<file path="src/rtl/dtmfx_pkg.sv">
package dtmfx_pkg;
  localparam int DW = 4;

  // access kind, encoded as {rs, rw}
  typedef enum logic [1:0] {
    ACC_TXD = 2'b00,
    ACC_RXD = 2'b01,
    ACC_CTL = 2'b10,
    ACC_STS = 2'b11
  } acc_e;

  typedef struct packed {
    logic irq_en;
    logic cp_mode;
    logic tone_en;
  } cra_t;

  typedef struct packed {
    logic col_sel;
    logic single;
    logic test;
    logic burst_n;
  } crb_t;
endpackage

</file>
<file path="src/rtl/tbus_cap.sv">
module tbus_cap
  import dtmfx_pkg::*;
(
  input  logic          clk,
  input  logic          rst,
  input  logic          cs_n,
  input  logic          rs,
  input  logic          rw,
  input  logic          strobe,
  input  logic [DW-1:0] din,
  output logic          wr_stb,
  output logic          rd_end,
  output acc_e          acc,
  output logic [DW-1:0] wdata
);
  logic str_q, sel_q;
  acc_e acc_q;
  logic [DW-1:0] wd_q;

  // capture the access while the strobe is high, act when it falls
  always_ff @(posedge clk) begin
    if (rst) begin
      str_q <= 1'b0;
      sel_q <= 1'b0;
      acc_q <= ACC_TXD;
      wd_q  <= '0;
    end else begin
      str_q <= strobe;
      if (strobe) begin
        sel_q <= ~cs_n;
        acc_q <= acc_e'({rs, rw});
        wd_q  <= din;
      end
    end
  end

  logic end_cyc;
  assign end_cyc = str_q & ~strobe & sel_q;
  assign wr_stb  = end_cyc & ~acc_q[0];
  assign rd_end  = end_cyc &  acc_q[0];
  assign acc     = acc_q;
  assign wdata   = wd_q;
endmodule

</file>
<file path="src/rtl/tctl_regs.sv">
module tctl_regs
  import dtmfx_pkg::*;
(
  input  logic          clk,
  input  logic          rst,
  input  logic          wr_stb,
  input  acc_e          acc,
  input  logic [DW-1:0] wdata,
  output cra_t          cra,
  output crb_t          crb,
  output logic          arm,
  output logic [DW-1:0] tx_code,
  output logic          tx_load
);
  logic ctl_wr, txd_wr;
  assign ctl_wr = wr_stb & (acc == ACC_CTL);
  assign txd_wr = wr_stb & (acc == ACC_TXD);

  always_ff @(posedge clk) begin
    if (rst) begin
      cra     <= '0;
      crb     <= '0;
      arm     <= 1'b0;
      tx_code <= '0;
      tx_load <= 1'b0;
    end else begin
      tx_load <= txd_wr;
      if (txd_wr) tx_code <= wdata;
      if (ctl_wr) begin
        if (arm) begin
          crb <= crb_t'(wdata);
          arm <= 1'b0;
        end else begin
          cra <= cra_t'(wdata[DW-2:0]);
          arm <= wdata[DW-1];
        end
      end
    end
  end
endmodule

</file>
<file path="src/rtl/tstat_flags.sv">
module tstat_flags
  import dtmfx_pkg::*;
(
  input  logic          clk,
  input  logic          rst,
  input  logic          rx_valid,
  input  logic [DW-1:0] rx_code,
  input  logic          tx_done,
  input  logic          cp_mode,
  input  logic          burst_on,
  input  logic          rd_sts,
  output logic [DW-1:0] rx_data,
  output logic          irqf,
  output logic          txe,
  output logic          rxf
);
  logic rx_ok, tx_ok;
  assign rx_ok = rx_valid & ~cp_mode;
  assign tx_ok = tx_done & burst_on;

  // a set in the same cycle as the read clear wins
  always_ff @(posedge clk) begin
    if (rst) begin
      rx_data <= '0;
      irqf    <= 1'b0;
      txe     <= 1'b0;
      rxf     <= 1'b0;
    end else begin
      if (rx_ok) rx_data <= rx_code;
      rxf  <= rx_ok | (rxf & ~rd_sts);
      txe  <= burst_on & (tx_ok | (txe & ~rd_sts));
      irqf <= rx_ok | tx_ok | (irqf & ~rd_sts);
    end
  end
endmodule

</file>
<file path="src/rtl/dtmf_bus_regs.sv">
module dtmf_bus_regs
  import dtmfx_pkg::*;
(
  input  logic          clk,
  input  logic          rst,
  input  logic          cs_n,
  input  logic          rs,
  input  logic          rw,
  input  logic          strobe,
  input  logic [DW-1:0] d_in,
  output logic [DW-1:0] d_out,
  output logic          d_oe,
  input  logic          rx_valid,
  input  logic [DW-1:0] rx_code,
  input  logic          tone_held,
  input  logic          tx_done,
  input  logic          cp_wave,
  output logic [DW-1:0] tx_code,
  output logic          tx_load,
  output logic          tone_en,
  output logic          cp_mode,
  output logic          burst_on,
  output logic          single_tone,
  output logic          col_sel,
  output logic          test_mode,
  output logic          irq_n
);
  logic          wr_stb, rd_end;
  acc_e          acc;
  logic [DW-1:0] wdata;
  cra_t          cra;
  crb_t          crb;
  logic          arm_w;
  logic [DW-1:0] rx_data;
  logic          irqf, txe, rxf;
  logic [DW-1:0] status_w;
  logic          rd_sts_w, ctl_wr_w;

  tbus_cap u_cap (
    .clk(clk), .rst(rst), .cs_n(cs_n), .rs(rs), .rw(rw), .strobe(strobe),
    .din(d_in), .wr_stb(wr_stb), .rd_end(rd_end), .acc(acc), .wdata(wdata)
  );

  tctl_regs u_ctl (
    .clk(clk), .rst(rst), .wr_stb(wr_stb), .acc(acc), .wdata(wdata),
    .cra(cra), .crb(crb), .arm(arm_w), .tx_code(tx_code), .tx_load(tx_load)
  );

  assign rd_sts_w = rd_end & (acc == ACC_STS);
  assign ctl_wr_w = wr_stb & (acc == ACC_CTL);

  tstat_flags u_sts (
    .clk(clk), .rst(rst), .rx_valid(rx_valid), .rx_code(rx_code),
    .tx_done(tx_done), .cp_mode(cra.cp_mode), .burst_on(burst_on),
    .rd_sts(rd_sts_w), .rx_data(rx_data), .irqf(irqf), .txe(txe), .rxf(rxf)
  );

  assign tone_en     = cra.tone_en;
  assign cp_mode     = cra.cp_mode;
  assign burst_on    = ~crb.burst_n;
  assign single_tone = crb.single;
  assign col_sel     = crb.col_sel;
  assign test_mode   = crb.test;

  assign status_w = {~tone_held, rxf, txe, irqf};
  assign d_oe     = ~cs_n & strobe & rw;
  assign d_out    = rs ? status_w : rx_data;

  always_comb begin
    if (crb.test && !cra.cp_mode)      irq_n = tone_held;
    else if (cra.cp_mode && cra.irq_en) irq_n = cp_wave;
    else if (cra.irq_en)               irq_n = ~irqf;
    else                               irq_n = 1'b1;
  end
endmodule

</file>
<file path="config.mk">
export PLATFORM = sky130hd
export DESIGN_NAME = dtmf_bus_regs
export DESIGN_NICKNAME = d
export VERILOG_FILES = /design/src/rtl/dtmfx_pkg.sv /design/src/rtl/tbus_cap.sv /design/src/rtl/tctl_regs.sv /design/src/rtl/tstat_flags.sv /design/src/rtl/dtmf_bus_regs.sv
export SDC_FILE = /design/constraint.sdc
export NUM_CORES = 1
export LEC_CHECK = 0
export BUFFER_PORTS_ARGS = -buffer_cell sky130_fd_sc_hd__buf_2
export CAP_MARGIN = 20
export CORE_MARGIN = 5
export CORE_UTILIZATION = 52
export CTS_BUF_LIST = sky130_fd_sc_hd__clkbuf_2
export CTS_CLUSTER_SIZE = 20
export DETAILED_ROUTE_END_ITERATION = 16
export PLACE_DENSITY = 0.83
export SLEW_MARGIN = 20
export SYNTH_ARGS = -nofsm -noshare
export SYNTH_HDL_FRONTEND = slang
export SYNTH_SLANG_ARGS = --single-unit
export TNS_END_PERCENT = 5
</file>
<file path="constraint.sdc">
create_clock -name clk -period 1.5 [get_ports clk]
set_clock_uncertainty 0.05 [all_clocks]
set_input_delay 0.375 -clock clk [delete_from_list [all_inputs] [get_ports clk]]
set_output_delay 0.375 -clock clk [all_outputs]
set_load 0.01 [all_outputs]
</file>
==> out/metrics.csv, run 1 <==
metric;value;unit
status;complete, but fails checks;
failing checks;negative setup slack;
nets@finish;174;
cell with the most instances after synthesis;dfxtp_1;
fmax;592;MHz
drt wl/cell;14.0;µm
WL final;2570;µm
vias in the first global route;964;
global-route wire length before repair;4220;µm
largest net degree at the start of global routing;17;
Async SR Flop Fraction;0;
Yosys reg bits;28;
largest area contributor in the netlist;dfxtp_1;
EDFF count, synth;0;
layout cells sized above 1;0.400;
reg2reg start;u_ctl.cra[1];
Worst R2R Path Depth;5;
P&R area growth vs syn;27.0;%
Power, Total;1410;µW
Hold WS;0.0985;ns
RSZ-0062 raised after global routing;yes;
final antenna-violating net count;0;
worst r2r dst;u_sts.rx_data[2];
crit end category;output port;
number of max-cap violations;0;
CTS tree;built;
Synth top area share;0.481;
Starting Density;0.537;
Cell Area, Synth;0.00117;mm²
number of H-tree levels;1;
largest stage delay on the critical path;0.43;ns
n_diodes;0;
syn_area_per_cell;10.1;µm²
initial antenna violation count;0;
Post-DP HPWL;1860;µm
top cells by area, synth;dfxtp_1 48%, mux2i_1 17%, nand2_1 5.2%, nor2_1 4.2%, nand3_4 3.0%;
Tcrit/Tclk final;1.13;
HP Class;input pin to flip-flop;
Data arrival, critical path;1.26;ns
Cell Chain, Critical Path;nor2_2 > a22o_1 > a21oi_1 > buf_2;
Hold Startpoint;cs_n;
Max-slew headroom;0.828;
Mapped Cells;116;
core area;0.00217;mm²
Slew @ Worst Pin;0.258;ns
Die Wd;57.4;µm
routability cong.;0.770;
GR Util All Layers;0.166;
Synth Warn #;0;
clock latency on the worst-skew pair;0.37;ns
total clock sinks;28;
die area;0.00329;mm²
Max VDD drop;0.991;mV
Hold Crit Depth;2;
flop2flop setup slack;0.26;ns
Unique masters post-synth;27;
Slew Limit Fails;0;
top_reg_cell synth;dfxtp_1;
final-report setup violation count;4;
Multi-input gate area;566;µm²
io pins;35;
kind of critical path;flip-flop to output port;
sequential cell area fraction in the yosys report;0.481;
CP required;1.07;ns
# fillers;177;
Overflow after GRT;0;
Final Critical Period;1.69;ns
register area;573;µm²
Crit Path Max Fanout;5;
row count;17;
DRT Pass-1 Iters;4;
routed vias/inst;5.33;
Critical Path Start Type;flip-flop;
Clock transition at path regs;0.26;ns
Synthesized Nets;134;
pwr dens;949;mW/mm²
DIE HEIGHT;57.4;µm
# DRC;0;
P_leak;0.000717;µW
Crit-path slowest cell;dfxtp_4;
worst hold endpoint;u_cap.sel_q;
worst-case clock buffer depth;2;
cts bufs inserted;3;
initial drt markers;19;
Final Worst Setup Slack;-0.189;ns
vias;975;
Port Buffer Count;34;
most frequent cells after synthesis;28 x dfxtp_1, 20 x mux2i_1, 16 x nand2_1;
count of final hold-check violations;0;
clk root buf;clkbuf_2;
-- cell usage in the layout, fill, tap and decap left out, types with 2 or more instances in the layout --
| cell | n |
|---|---|
| a31oi_1 | 2 |
| inv_1 | 5 |
| a22o_1 | 2 |
| nor2b_1 | 2 |
| a21oi_1 | 4 |
| nand3_4 | 2 |
| clkbuf_2 | 3 |
| buf_4 | 6 |
| mux2_2 | 2 |
| buf_6 | 4 |
| buf_2 | 30 |
| nand2_1 | 16 |
| dfxtp_1 | 20 |
| dfxtp_2 | 7 |
| mux2i_1 | 20 |
| nor2_1 | 12 |
-- worst max-delay path by stage --
stage | from | end | slack [ns] | cells after the start
2_1_floorplan | u_ctl.cra[1] | irq_n | 0.19 | 3
3_5_place_dp | rs | d_out[0] | 0.08 | 3
4_1_cts | u_ctl.cra[1] | irq_n | -0.19 | 4
3_3_place_gp | rs | d_out[1] | 0.09 | 3
5_1_grt | u_ctl.cra[1] | irq_n | -0.29 | 4
6_report | u_ctl.cra[1] | irq_n | -0.19 | 4
-- kinds of logic (layout without fill, tap and decap cells) --
group	Yosys count	count (layout)	share of synthesized area
and+or+nand+nor	41	41	0.197
DFF	28	28	0.481
muxes	23	23	0.201
AOI/OAI and AO/OA	13	13	0.0816
buffers and inverters	11	50	0.0397
-- stage by stage --
step	setup WS [ns]	cell area [µm²]	std cells	utilization	setup TNS [ns]
3_5_place_dp	0.0823	1390	178	0.638	0
4_1_cts	-0.189	1460	183	0.672	-0.372
3_3_place_gp	0.0936	1390	178	0.638	0
6_report	-0.189	1480	183	0.683	-0.352
2_1_floorplan	0.188	1170	116	-	0
5_1_grt	-0.293	1480	183	0.683	-0.743
-- where the power goes --
group          switching [µW]  total (µW)  internal, µW
logic                    76.1         159          82.7
registers                20.8         794           773
clock network             224         453           229
-- layer usage --
metal	wire, µm	part of all wire	global-route usage	vias to the layer above
met5	0	0	0	-
met4	74	0.029	0.0795	0
met3	131	0.051	0.0520	9
met2	1300	0.51	0.295	23
met1	1060	0.41	0.177	463
li1	-	-	-	480
-- timing repair --
item / in CTS / in global routing
gates resized for setup: 8 / 7
pin swaps: 2 / 0
setup endpoints to repair: 4 / 6
hold buffers: 0 / 0
setup buffers: 1 / 0
-- area by class of cell --
class / instances / share of cell area
clock buffers: 3 / 0.0101
clock inverters: 1 / 0.0203
inverters: 6 / 0.0152
multi-input cells: 77 / 0.382
flip-flops and latches: 28 / 0.387
well taps: 28 / 0.0236
repair buffers: 40 / 0.162
-- registers in the layout, summed over array words and instances, names as in the netlist --
register / cells
u_cap.acc: 2
u_cap.sel_q: 1
u_cap.str_q: 1
u_cap.wdata: 4
u_ctl.arm: 1
u_ctl.cra: 3
u_ctl.crb: 4
u_ctl.tx_code: 4
u_ctl.tx_load: 1
u_sts.irqf: 1
u_sts.rx_data: 4
u_sts.rxf: 1
u_sts.txe: 1
-- critical path: cells and delay by family (launching register included) --
family / cells / cell delay [ns]
AO/OA/AOI/OAI: 2 / 0.29
buffers and inverters: 1 / 0.14
flip-flops: 1 / 0.43
AND/OR/NAND/NOR: 1 / 0.04
Note: power is estimated with default switching activity, not from simulation.
==> run 2: changes to the inputs <==
==> constraint.sdc (replaced) <==
create_clock -name clk -period 1.9 [get_ports clk]
set_clock_uncertainty 0.05 [all_clocks]
set_input_delay 0.475 -clock clk [delete_from_list [all_inputs] [get_ports clk]]
set_output_delay 0.475 -clock clk [all_outputs]
set_load 0.01 [all_outputs]
==> run 2 against run 1 <==
The flow now finishes without violations. Critical path depth is the same. Non-clock buffer count shrank 4. Via count shrank 3.9%. Final cell count is 2.2% lower. Combinational power fell by 33%. Die area stayed put. First-iteration DRC count fell by 21%.
==> out/metrics.csv, run 2 (same netlist as run 1, synthesis figures left out) <==
metric;value;unit;change
Tcrit/Tclk final;0.930;;
Post-CTS Setup Repair Bufs;0;;-1
Worst path depth;4;;unchanged
number of H-tree levels;1;;unchanged
Max VDD drop;0.456;mV;-54%
vias in the first global route;897;;-7.0%
row count;17;;unchanged
pwr dens;679;mW/mm²;-28%
Critical Path Start Type;flip-flop;;
CP top delay family;flip-flops;;
final antenna-violating net count;0;;unchanged
Clock transition at path regs;0.25;ns;about the same
Overflow after GRT;0;;unchanged
drt wl/cell;13.5;µm;-3.9%
P_leak;0.000673;µW;-6.0%
layout cells sized above 1;0.338;;-0.0623
initial antenna violation count;0;;unchanged
Hold Startpoint;cs_n;;
DRT Pass-1 Iters;4;;unchanged
CTS tree;built;;
commonest cells after routing, fill and taps aside;34 x buf_2, 26 x dfxtp_1, 20 x mux2i_1, 16 x nand2_1, 13 x nor2_1;;
hold buffers post-CTS;0;;unchanged
Power, Total;944;µW;-33%
count of final hold-check violations;0;;unchanged
DIE HEIGHT;57.4;µm;unchanged
largest stage delay on the critical path;0.43;ns;about the same
Critical path buffers and inverters;1;;unchanged
worst hold endpoint;u_cap.sel_q;;
Worst R2R Path Depth;3;;-2
Hold WS;0.235;ns;+0.137 ns
WL final;2420;µm;-6.0%
Slew Limit Fails;0;;unchanged
flop2flop setup slack;0.65;ns;+0.39 ns
Data arrival, critical path;1.24;ns;-0.02 ns
final-report setup violation count;0;;-4
# DRC;0;;unchanged
met1 wire length;1010;µm;-5.2%
Final Critical Period;1.77;ns;
worst r2r dst;u_ctl.tx_code[0];;
P&R area growth vs syn;19.2;%;
Crit Path Max Fanout;6;;+1
n_diodes;0;;unchanged
most common cell after layout, fill and taps aside;buf_2;;
number of max-cap violations;0;;unchanged
Post-DP HPWL;1880;µm;+1.1%
met2 wire len;1240;µm;-5.1%
worst-case clock buffer depth;2;;unchanged
CP required;1.37;ns;+0.30 ns
Die Wd;57.4;µm;unchanged
clk root buf;clkbuf_2;;
Fin Setup TNS;0;ns;+0.352 ns
kind of critical path;flip-flop to output port;;
reg2reg start;u_cap.sel_q;;
total clock sinks;28;;unchanged
Hold Crit Depth;2;;unchanged
Crit-path slowest cell;dfxtp_4;;
Slew @ Worst Pin;0.325;ns;+0.0664 ns
routability cong.;0.769;;-0.17%
Port Buffer Count;34;;unchanged
largest net degree at the start of global routing;18;;+1
DR top layer;met4;;
nets@finish;170;;-2.3%
global-route wire length before repair;4080;µm;-3.1%
RSZ-0062 raised after global routing;no;;
Cell Chain, Critical Path;nor2_1 > a22o_1 > a21oi_2 > buf_2;;
routed wl met3;133;µm;+1.5%
HP Class;input pin to flip-flop;;
vias;937;;-3.9%
initial drt markers;15;;-4
clock latency on the worst-skew pair;0.35;ns;-0.02 ns
core area;0.00217;mm²;unchanged
die area;0.00329;mm²;unchanged
Max-slew headroom;0.784;;-0.0443
routed vias/inst;5.23;;-1.7%
crit end category;output port;;
fmax;566;MHz;
GR Util All Layers;0.160;;-0.00660
cts bufs inserted;3;;unchanged
io pins;35;;unchanged
status;finished clean;;
Starting Density;0.537;;unchanged
==> run 2: cell types whose count changed in the layout (fill, tap and decap cells not counted), sizes merged <==
cell | previous run | this run
buf | 40 | 36
bufinv | 1 | 0
clkinv | 0 | 1
==> run 2: how the worst max path moves through the flow <==
stage                             from  endpoint
after global placement              rs  d_out[0]
after detailed placement            rs  d_out[1]
after CTS                 u_ctl.cra[1]     irq_n
after floorplan                cp_wave     irq_n
final                     u_ctl.cra[1]     irq_n
after global routing      u_ctl.cra[1]     irq_n
==> run 2: per-stage QoR <==
step	worst slack, ns	std cells	instance area (µm²)	utilization
CTS	0.0173	179	1380	0.637
detailed placement	0.267	175	1360	0.628
global route	0.0115	179	1390	0.641
global placement	0.295	175	1360	0.628
finish	0.134	179	1390	0.641
floorplan	0.443	116	1170	-
==> run 2: per-layer routing <==
metal / GRT usage / vias up
li1: - / 473
met1: 0.190 / 434
met2: 0.269 / 26
met3: 0.0430 / 4
met4: 0.0662 / 0
met5: 0 / -
==> run 2: where the power goes <==
| group | leakage, µW | switching (µW) | internal [µW] | total [µW] |
|---|---|---|---|---|
| Combinational | 0.000429 | 53.8 | 52.8 | 107 |
| Clock | 0.0000140 | 164 | 45.7 | 210 |
| Sequential | 0.000230 | 18.3 | 609 | 627 |
==> run 2: final cells by class <==
class / instances / area (µm²)
Clock buffer: 3 / 15.0
Clock inverter: 1 / 3.75
Fill cell: 200 / 779
Inverter: 6 / 22.5
Multi-Input combinational cell: 77 / 563
Sequential cell: 28 / 566
Tap cell: 28 / 35.0
Timing Repair Buffer: 36 / 185
==> run 2: what timing repair did <==
action	4_1_cts	5_1_grt
endpoints found under the setup margin	0	1
gates resized for setup	0	4
endpoints found under the hold margin	0	0
==> run 2: worst register-to-register path, cell delays in order (launching register included) <==
cell and delay (ns):
dfxtp_1 0.52, nand4bb_1 0.21, nor2_4 0.22, mux2i_1 0.20
